<file path="src/rtl/crc16_pkg.sv">
package crc16_pkg;

  localparam int unsigned BYTE_W_DEF = 8;
  localparam logic [15:0] POLY_DEF  = 16'h1021;

  localparam logic ADDR_UPPER = 1'b0;
  localparam logic ADDR_LOWER = 1'b1;

  typedef enum logic [1:0] {
    ACC_NONE    = 2'd0,
    ACC_SEED_HI = 2'd1,
    ACC_SEED_LO = 2'd2,
    ACC_DATA    = 2'd3
  } acc_kind_e;

endpackage

</file>
<file path="src/rtl/crc16_rst_sync.sv">
module crc16_rst_sync (
  input  logic clk,
  input  logic arst_n,
  output logic srst_n
);

  logic [1:0] stage_q;

  always_ff @(posedge clk or negedge arst_n) begin
    if (!arst_n) begin
      stage_q <= 2'b00;
    end else begin
      stage_q <= {stage_q[0], 1'b1};
    end
  end

  assign srst_n = stage_q[1];

endmodule

</file>
<file path="src/rtl/crc16_regif.sv">
module crc16_regif
  import crc16_pkg::*;
(
  input  logic      clk,
  input  logic      rst_n,
  input  logic      sel,
  input  logic      wr,
  input  logic      addr,
  input  logic      busy,
  output logic      ready,
  output acc_kind_e kind,
  output logic      seed_pending
);

  logic wr_fire;
  logic pend_d;
  logic pend_en;

  // writes are held while a byte is being absorbed; reads always pass
  assign ready   = !(sel && wr && busy);
  assign wr_fire = sel && wr && !busy;

  always_comb begin
    kind = ACC_NONE;
    if (wr_fire) begin
      if (addr == ADDR_UPPER) begin
        kind = ACC_SEED_HI;
      end else if (seed_pending) begin
        kind = ACC_SEED_LO;
      end else begin
        kind = ACC_DATA;
      end
    end
  end

  always_comb begin
    pend_en = wr_fire;
    pend_d  = (addr == ADDR_UPPER);
  end

  always_ff @(posedge clk or negedge rst_n) begin
    if (!rst_n) begin
      seed_pending <= 1'b0;
    end else if (pend_en) begin
      seed_pending <= pend_d;
    end
  end

  assert_pending_after_upper_R3: assert property (@(posedge clk) disable iff (!rst_n)
    (kind == ACC_SEED_HI) |=> seed_pending);

  assert_lower_consumes_seed_R3: assert property (@(posedge clk) disable iff (!rst_n)
    (kind == ACC_SEED_LO) |=> (!seed_pending && (kind != ACC_SEED_LO)));

endmodule

</file>
<file path="src/rtl/crc16_engine.sv">
module crc16_engine
  import crc16_pkg::*;
#(
  parameter int unsigned DATA_W = BYTE_W_DEF,
  parameter logic [2*DATA_W-1:0] POLY = (2*DATA_W)'(POLY_DEF)
) (
  input  logic                  clk,
  input  logic                  rst_n,
  input  acc_kind_e             kind,
  input  logic [DATA_W-1:0]     wdata,
  output logic [2*DATA_W-1:0]   crc_q,
  output logic                  busy
);

  localparam int unsigned CRC_W = 2 * DATA_W;
  localparam int unsigned CNT_W = $clog2(DATA_W + 1);

  logic [CRC_W-1:0]  crc_d;
  logic [DATA_W-1:0] dat_q, dat_d;
  logic [CNT_W-1:0]  cnt_q, cnt_d;
  logic              reg_en;
  logic              fb;

  assign busy = (cnt_q != '0);
  assign fb   = crc_q[CRC_W-1] ^ dat_q[DATA_W-1];

  always_comb begin
    crc_d  = crc_q;
    dat_d  = dat_q;
    cnt_d  = cnt_q;
    reg_en = 1'b0;
    unique case (kind)
      ACC_SEED_HI: begin
        crc_d[CRC_W-1:DATA_W] = wdata;
        reg_en = 1'b1;
      end
      ACC_SEED_LO: begin
        crc_d[DATA_W-1:0] = wdata;
        reg_en = 1'b1;
      end
      ACC_DATA: begin
        dat_d  = wdata;
        cnt_d  = CNT_W'(DATA_W);
        reg_en = 1'b1;
      end
      default: begin
        if (busy) begin
          crc_d  = {crc_q[CRC_W-2:0], 1'b0} ^ (fb ? POLY : '0);
          dat_d  = {dat_q[DATA_W-2:0], 1'b0};
          cnt_d  = cnt_q - 1'b1;
          reg_en = 1'b1;
        end
      end
    endcase
  end

  always_ff @(posedge clk or negedge rst_n) begin
    if (!rst_n) begin
      crc_q <= '0;
      dat_q <= '0;
      cnt_q <= '0;
    end else if (reg_en) begin
      crc_q <= crc_d;
      dat_q <= dat_d;
      cnt_q <= cnt_d;
    end
  end

  assert_upper_direct_R2: assert property (@(posedge clk) disable iff (!rst_n)
    (kind == ACC_SEED_HI) |=> ((crc_q[CRC_W-1:DATA_W] == $past(wdata)) &&
                               (crc_q[DATA_W-1:0] == $past(crc_q[DATA_W-1:0]))));

  assert_lower_direct_R3: assert property (@(posedge clk) disable iff (!rst_n)
    (kind == ACC_SEED_LO) |=> ((crc_q[DATA_W-1:0] == $past(wdata)) &&
                               (crc_q[CRC_W-1:DATA_W] == $past(crc_q[CRC_W-1:DATA_W])) && !busy));

  assert_data_starts_busy_R6: assert property (@(posedge clk) disable iff (!rst_n)
    (kind == ACC_DATA) |=> busy);

  assert_no_command_while_busy_R7: assert property (@(posedge clk) disable iff (!rst_n)
    busy |-> (kind == ACC_NONE));

  assert_idle_holds_R7: assert property (@(posedge clk) disable iff (!rst_n)
    (!busy && (kind == ACC_NONE)) |=> ($stable(crc_q) && !busy));

endmodule

</file>
<file path="src/rtl/crc16_byte_periph.sv">
module crc16_byte_periph
  import crc16_pkg::*;
(
  input  logic       clk,
  input  logic       rst_n,
  input  logic       bus_sel,
  input  logic       bus_wr,
  input  logic       bus_addr,
  input  logic [7:0] bus_wdata,
  output logic [7:0] bus_rdata,
  output logic       bus_ready,
  output logic       busy
);

  localparam int unsigned DATA_W = BYTE_W_DEF;
  localparam int unsigned CRC_W  = 2 * DATA_W;

  logic             srst_n;
  acc_kind_e        kind;
  logic             seed_pending;
  logic [CRC_W-1:0] crc_q;

  crc16_rst_sync u_rst (
    .clk    (clk),
    .arst_n (rst_n),
    .srst_n (srst_n)
  );

  crc16_regif u_regif (
    .clk          (clk),
    .rst_n        (srst_n),
    .sel          (bus_sel),
    .wr           (bus_wr),
    .addr         (bus_addr),
    .busy         (busy),
    .ready        (bus_ready),
    .kind         (kind),
    .seed_pending (seed_pending)
  );

  crc16_engine #(
    .DATA_W (DATA_W),
    .POLY   (CRC_W'(POLY_DEF))
  ) u_engine (
    .clk   (clk),
    .rst_n (srst_n),
    .kind  (kind),
    .wdata (bus_wdata),
    .crc_q (crc_q),
    .busy  (busy)
  );

  always_comb begin
    bus_rdata = '0;
    if (bus_sel && !bus_wr) begin
      bus_rdata = (bus_addr == ADDR_UPPER) ? crc_q[CRC_W-1:DATA_W] : crc_q[DATA_W-1:0];
    end
  end

  assert_reads_never_stall_R5: assert property (@(posedge clk) disable iff (!srst_n)
    (bus_sel && !bus_wr) |-> bus_ready);

  assert_idle_rdata_zero_R5: assert property (@(posedge clk) disable iff (!srst_n)
    !(bus_sel && !bus_wr) |-> (bus_rdata == 8'h00));

endmodule

</file>
<file path="config.mk">
export PLATFORM = sky130hd
export DESIGN_NAME = crc16_byte_periph
export DESIGN_NICKNAME = d
export VERILOG_FILES = /design/src/rtl/crc16_pkg.sv /design/src/rtl/crc16_rst_sync.sv /design/src/rtl/crc16_regif.sv /design/src/rtl/crc16_engine.sv /design/src/rtl/crc16_byte_periph.sv
export SDC_FILE = /design/constraint.sdc
export NUM_CORES = 1
export LEC_CHECK = 0
export BUFFER_PORTS_ARGS = -buffer_cell sky130_fd_sc_hd__buf_2
export CAP_MARGIN = 20
export CORE_MARGIN = 4
export CORE_UTILIZATION = 40
export DETAILED_ROUTE_END_ITERATION = 8
export SLEW_MARGIN = 30
export SYNTH_ARGS = -nofsm -noshare
export SYNTH_HDL_FRONTEND = slang
export SYNTH_SLANG_ARGS = --single-unit
</file>
<file path="constraint.sdc">
create_clock -name clk -period 1.5 [get_ports clk]
set_clock_uncertainty 0.05 [all_clocks]
set_input_delay 0.225 -clock clk [delete_from_list [all_inputs] [get_ports clk]]
set_output_delay 0.225 -clock clk [all_outputs]
set_load 0.05 [all_outputs]
</file>
==> flow_metrics.env <==
export IMPL_outcome="complete, but fails checks"
export IMPL_violations="setup timing"
export IMPL_start_util=0.422
export IMPL_worst_path_largest_cell_delay_ns=0.40
export IMPL_crit_chain="inv_2, ha_4, or3b_4, a211o_4, ha_4, nor2b_4, o21ai_4, buf_12, mux2_4"
export IMPL_core_area_sq_um=4060
export IMPL_rows=23
export IMPL_r2r_cells=9
export IMPL_clock_latency_ns=0.28
export IMPL_seq_power_share=0.336
export IMPL_synth_top_area_frac=0.453
export IMPL_peakVddDrop_uv=1070
export IMPL_post_drt_wl_per_cell_um=14.7
export IMPL_crit_slowest_cell="or3b_4"
export IMPL_dr_pass1_iters=4
export IMPL_overflow=0
export IMPL_nets=234
export IMPL_clk_pin_slew_worst_paths_ns=0.06
export IMPL_numClockSinks=31
export IMPL_yosysSeqAreaShare=0.453
export IMPL_drc=0
export IMPL_viasPerCell=5.10
export IMPL_final_cells=266
export IMPL_path_delay_family="simple AND/OR/NAND/NOR gates"
export IMPL_crit_arrival_ns=2.51
export IMPL_utilization=0.579
export IMPL_area_growth_pct=37.3
export IMPL_drt_iter0_markers=68
export IMPL_synth_common_cells="31 x dfrtp_1, 23 x mux2i_1, 19 x nor2_1"
export IMPL_crit_path_frequent_cell="ha_4"
export IMPL_async_flop_share=1.00
export IMPL_cts_tree="built"
export IMPL_postRouteAntennaNets=0
export IMPL_crit_path_start_kind="flip-flop"
export IMPL_antenna_found_initial=0
export IMPL_pin_count=23
export IMPL_cts_max_level=2
export IMPL_timing_final_ws_setup_ns=-0.892
export IMPL_diodes=0
export IMPL_clkPwrFrac=0.144
export IMPL_grt_pass1_wl_um=6700
export IMPL_rsz0062_at_grt="true"
export IMPL_clk_path_buf_depth=2
export IMPL_setup_tns_ns=-23.87
export IMPL_syn_avg_cell_area_sq_um=10.3
export IMPL_finalSetupViolCount=30
export IMPL_place_hpwl_um=2870
export IMPL_chipHeight_um=73.4
export IMPL_min_period_ns=2.39
export IMPL_hold_slack_ns=0.199
export IMPL_drive_above_1_share=0.431
export IMPL_portBuffers=22
export IMPL_die_area_sq_um=5390
export IMPL_switchingPower_mw=1.64
export IMPL_final_cell_area_sq_um=2350
export IMPL_synthesis_nets=184
export IMPL_ys_ff_latch=31
export IMPL_grt_use_total=0.165
export IMPL_hold_path_class="reg -> async"
export IMPL_yosysTopAreaCell="dfrtp_1"
export IMPL_drt_wl_total_um=3910
export IMPL_fmax_ghz=0.418
export IMPL_synth_warnings=0
export IMPL_drv_cap=0
export IMPL_clockRootBuffer="clkbuf_8"
export IMPL_synth_edf_count=0
export IMPL_ys_flop_type="dfrtp_1"
export IMPL_power_mw=4.57
export IMPL_p_leak_nw=1.06
export IMPL_vias=1356
export IMPL_required_ns=1.62
export IMPL_dpl_cell_count=249
export IMPL_end_kind="flip-flop"
export IMPL_period_share=1.59
export IMPL_critPathMaxFanout=8
export IMPL_synth_distinct_cells=29
export IMPL_comb_power_share=0.520
export IMPL_place_area_sq_um=2090
export IMPL_finalWeightedCongestion=0.768
export IMPL_place_worst_setup_slack_ns=-0.974
export IMPL_p_per_area_nw_per_um2=1950
export IMPL_crit_buf_inv=2
export IMPL_grt_start_max_net_pins=30
export IMPL_critical_path_depth=9
export IMPL_synth_area_top_cells="dfrtp_1 45%, mux2i_1 13%, mux2_2 9.2%, nor2_1 4.2%, o21ai_0 4.1%"
export IMPL_switching_share=0.359
export IMPL_path_class="reg -> reg"
export IMPL_internal_power_mw=2.93
export IMPL_syn_inst=166
export IMPL_syn_area_sq_um=1710
export IMPL_synth_most_common_cell="dfrtp_1"
export IMPL_hold_viol=0
export IMPL_die_w_um=73.4
export IMPL_slew_viol_final=0
export IMPL_cts_buffers=5
export IMPL_grt_pass1_vias=1379
==> flip-flops by register name (all words and copies together) (netlist names) <==
name and flops:
u_regif.seed_pending 1, u_rst.stage_q 2, u_engine.cnt_q 4, u_engine.dat_q 8, u_engine.crc_q 16
==> power by group through the flow <==
| stage | logic (mW) | clock network [mW] | registers (mW) |
|---|---|---|---|
| floorplan | 1.59 | 0 | 1.47 |
| global placement | 2.06 | 0 | 1.53 |
| detailed placement | 2.14 | 0 | 1.55 |
| CTS | 2.35 | 0.681 | 1.54 |
| global route | 2.61 | 0.713 | 1.60 |
| finish | 2.38 | 0.659 | 1.54 |
==> worst paths after layout <==
kind	start	endpoint	slack, ns
max reg2reg	u_engine.cnt_q[0]	u_engine.crc_q[0]	-0.89
min	u_rst.stage_q[1]	u_engine.crc_q[6]	0.20
min in group clk	bus_wdata[0]	u_engine.dat_q[0]	0.21
max	u_engine.cnt_q[0]	u_engine.crc_q[0]	-0.89
min reg2reg	u_rst.stage_q[1]	u_engine.crc_q[6]	0.20
max in group asynchronous	u_rst.stage_q[1]	u_engine.crc_q[0]	0.94
==> kinds of logic (layout without fill, tap and decap cells) <==
logic type	Yosys count	in the layout	synth area share
multiplexers	37	37	0.226
AND/OR/NAND/NOR	46	46	0.121
flip-flops	31	31	0.453
adder cells (fa/ha/maj)	5	5	0.0365
other	1	1	0.00219
buffers and inverters	14	64	0.0358
AO/OA/AOI/OAI	29	29	0.110
XOR/XNOR	3	3	0.0153
==> routing by layer <==
metal / vias to the layer above / global-route usage / routed length [um]
li1: 672 / - / -
met4: 0 / 0.0423 / 45
met3: 6 / 0.0451 / 176
met5: - / 0 / 0
met2: 22 / 0.280 / 1990
met1: 656 / 0.206 / 1690
==> layout make-up <==
class	count	area [sq um]
multi-input combinational	121	991
clock buffer	6	82.6
clock inverter	1	5.00
sequential	31	776
timing repair buffer	52	415
inverter	5	18.8
fill	327	1710
tap	50	62.6
==> cells in the final DEF (no fill, tap or decap), drive strengths merged, types with 2 or more instances in the layout <==
master  synthesis  final
a21oi           9      9
buf             3     51
clkbuf          6      6
dfrtp          31     31
ha              5      5
inv             5      5
mux2           14     14
mux2i          23     23
nand2          15     15
nand3           2      2
nor2           19     19
nor2b           5      5
o21ai          15     15
xnor2           2      2
==> repair_timing <==
action / 4_1_cts / 5_1_grt
buffers inserted: 7 / 2
resized for setup: 22 / 7
hold buffers: 1 / 0
pin swaps: 4 / 2
setup endpoints to repair: 31 / 31
hold endpoints to repair: 2 / 0
Power figures use the tool's default switching activity.
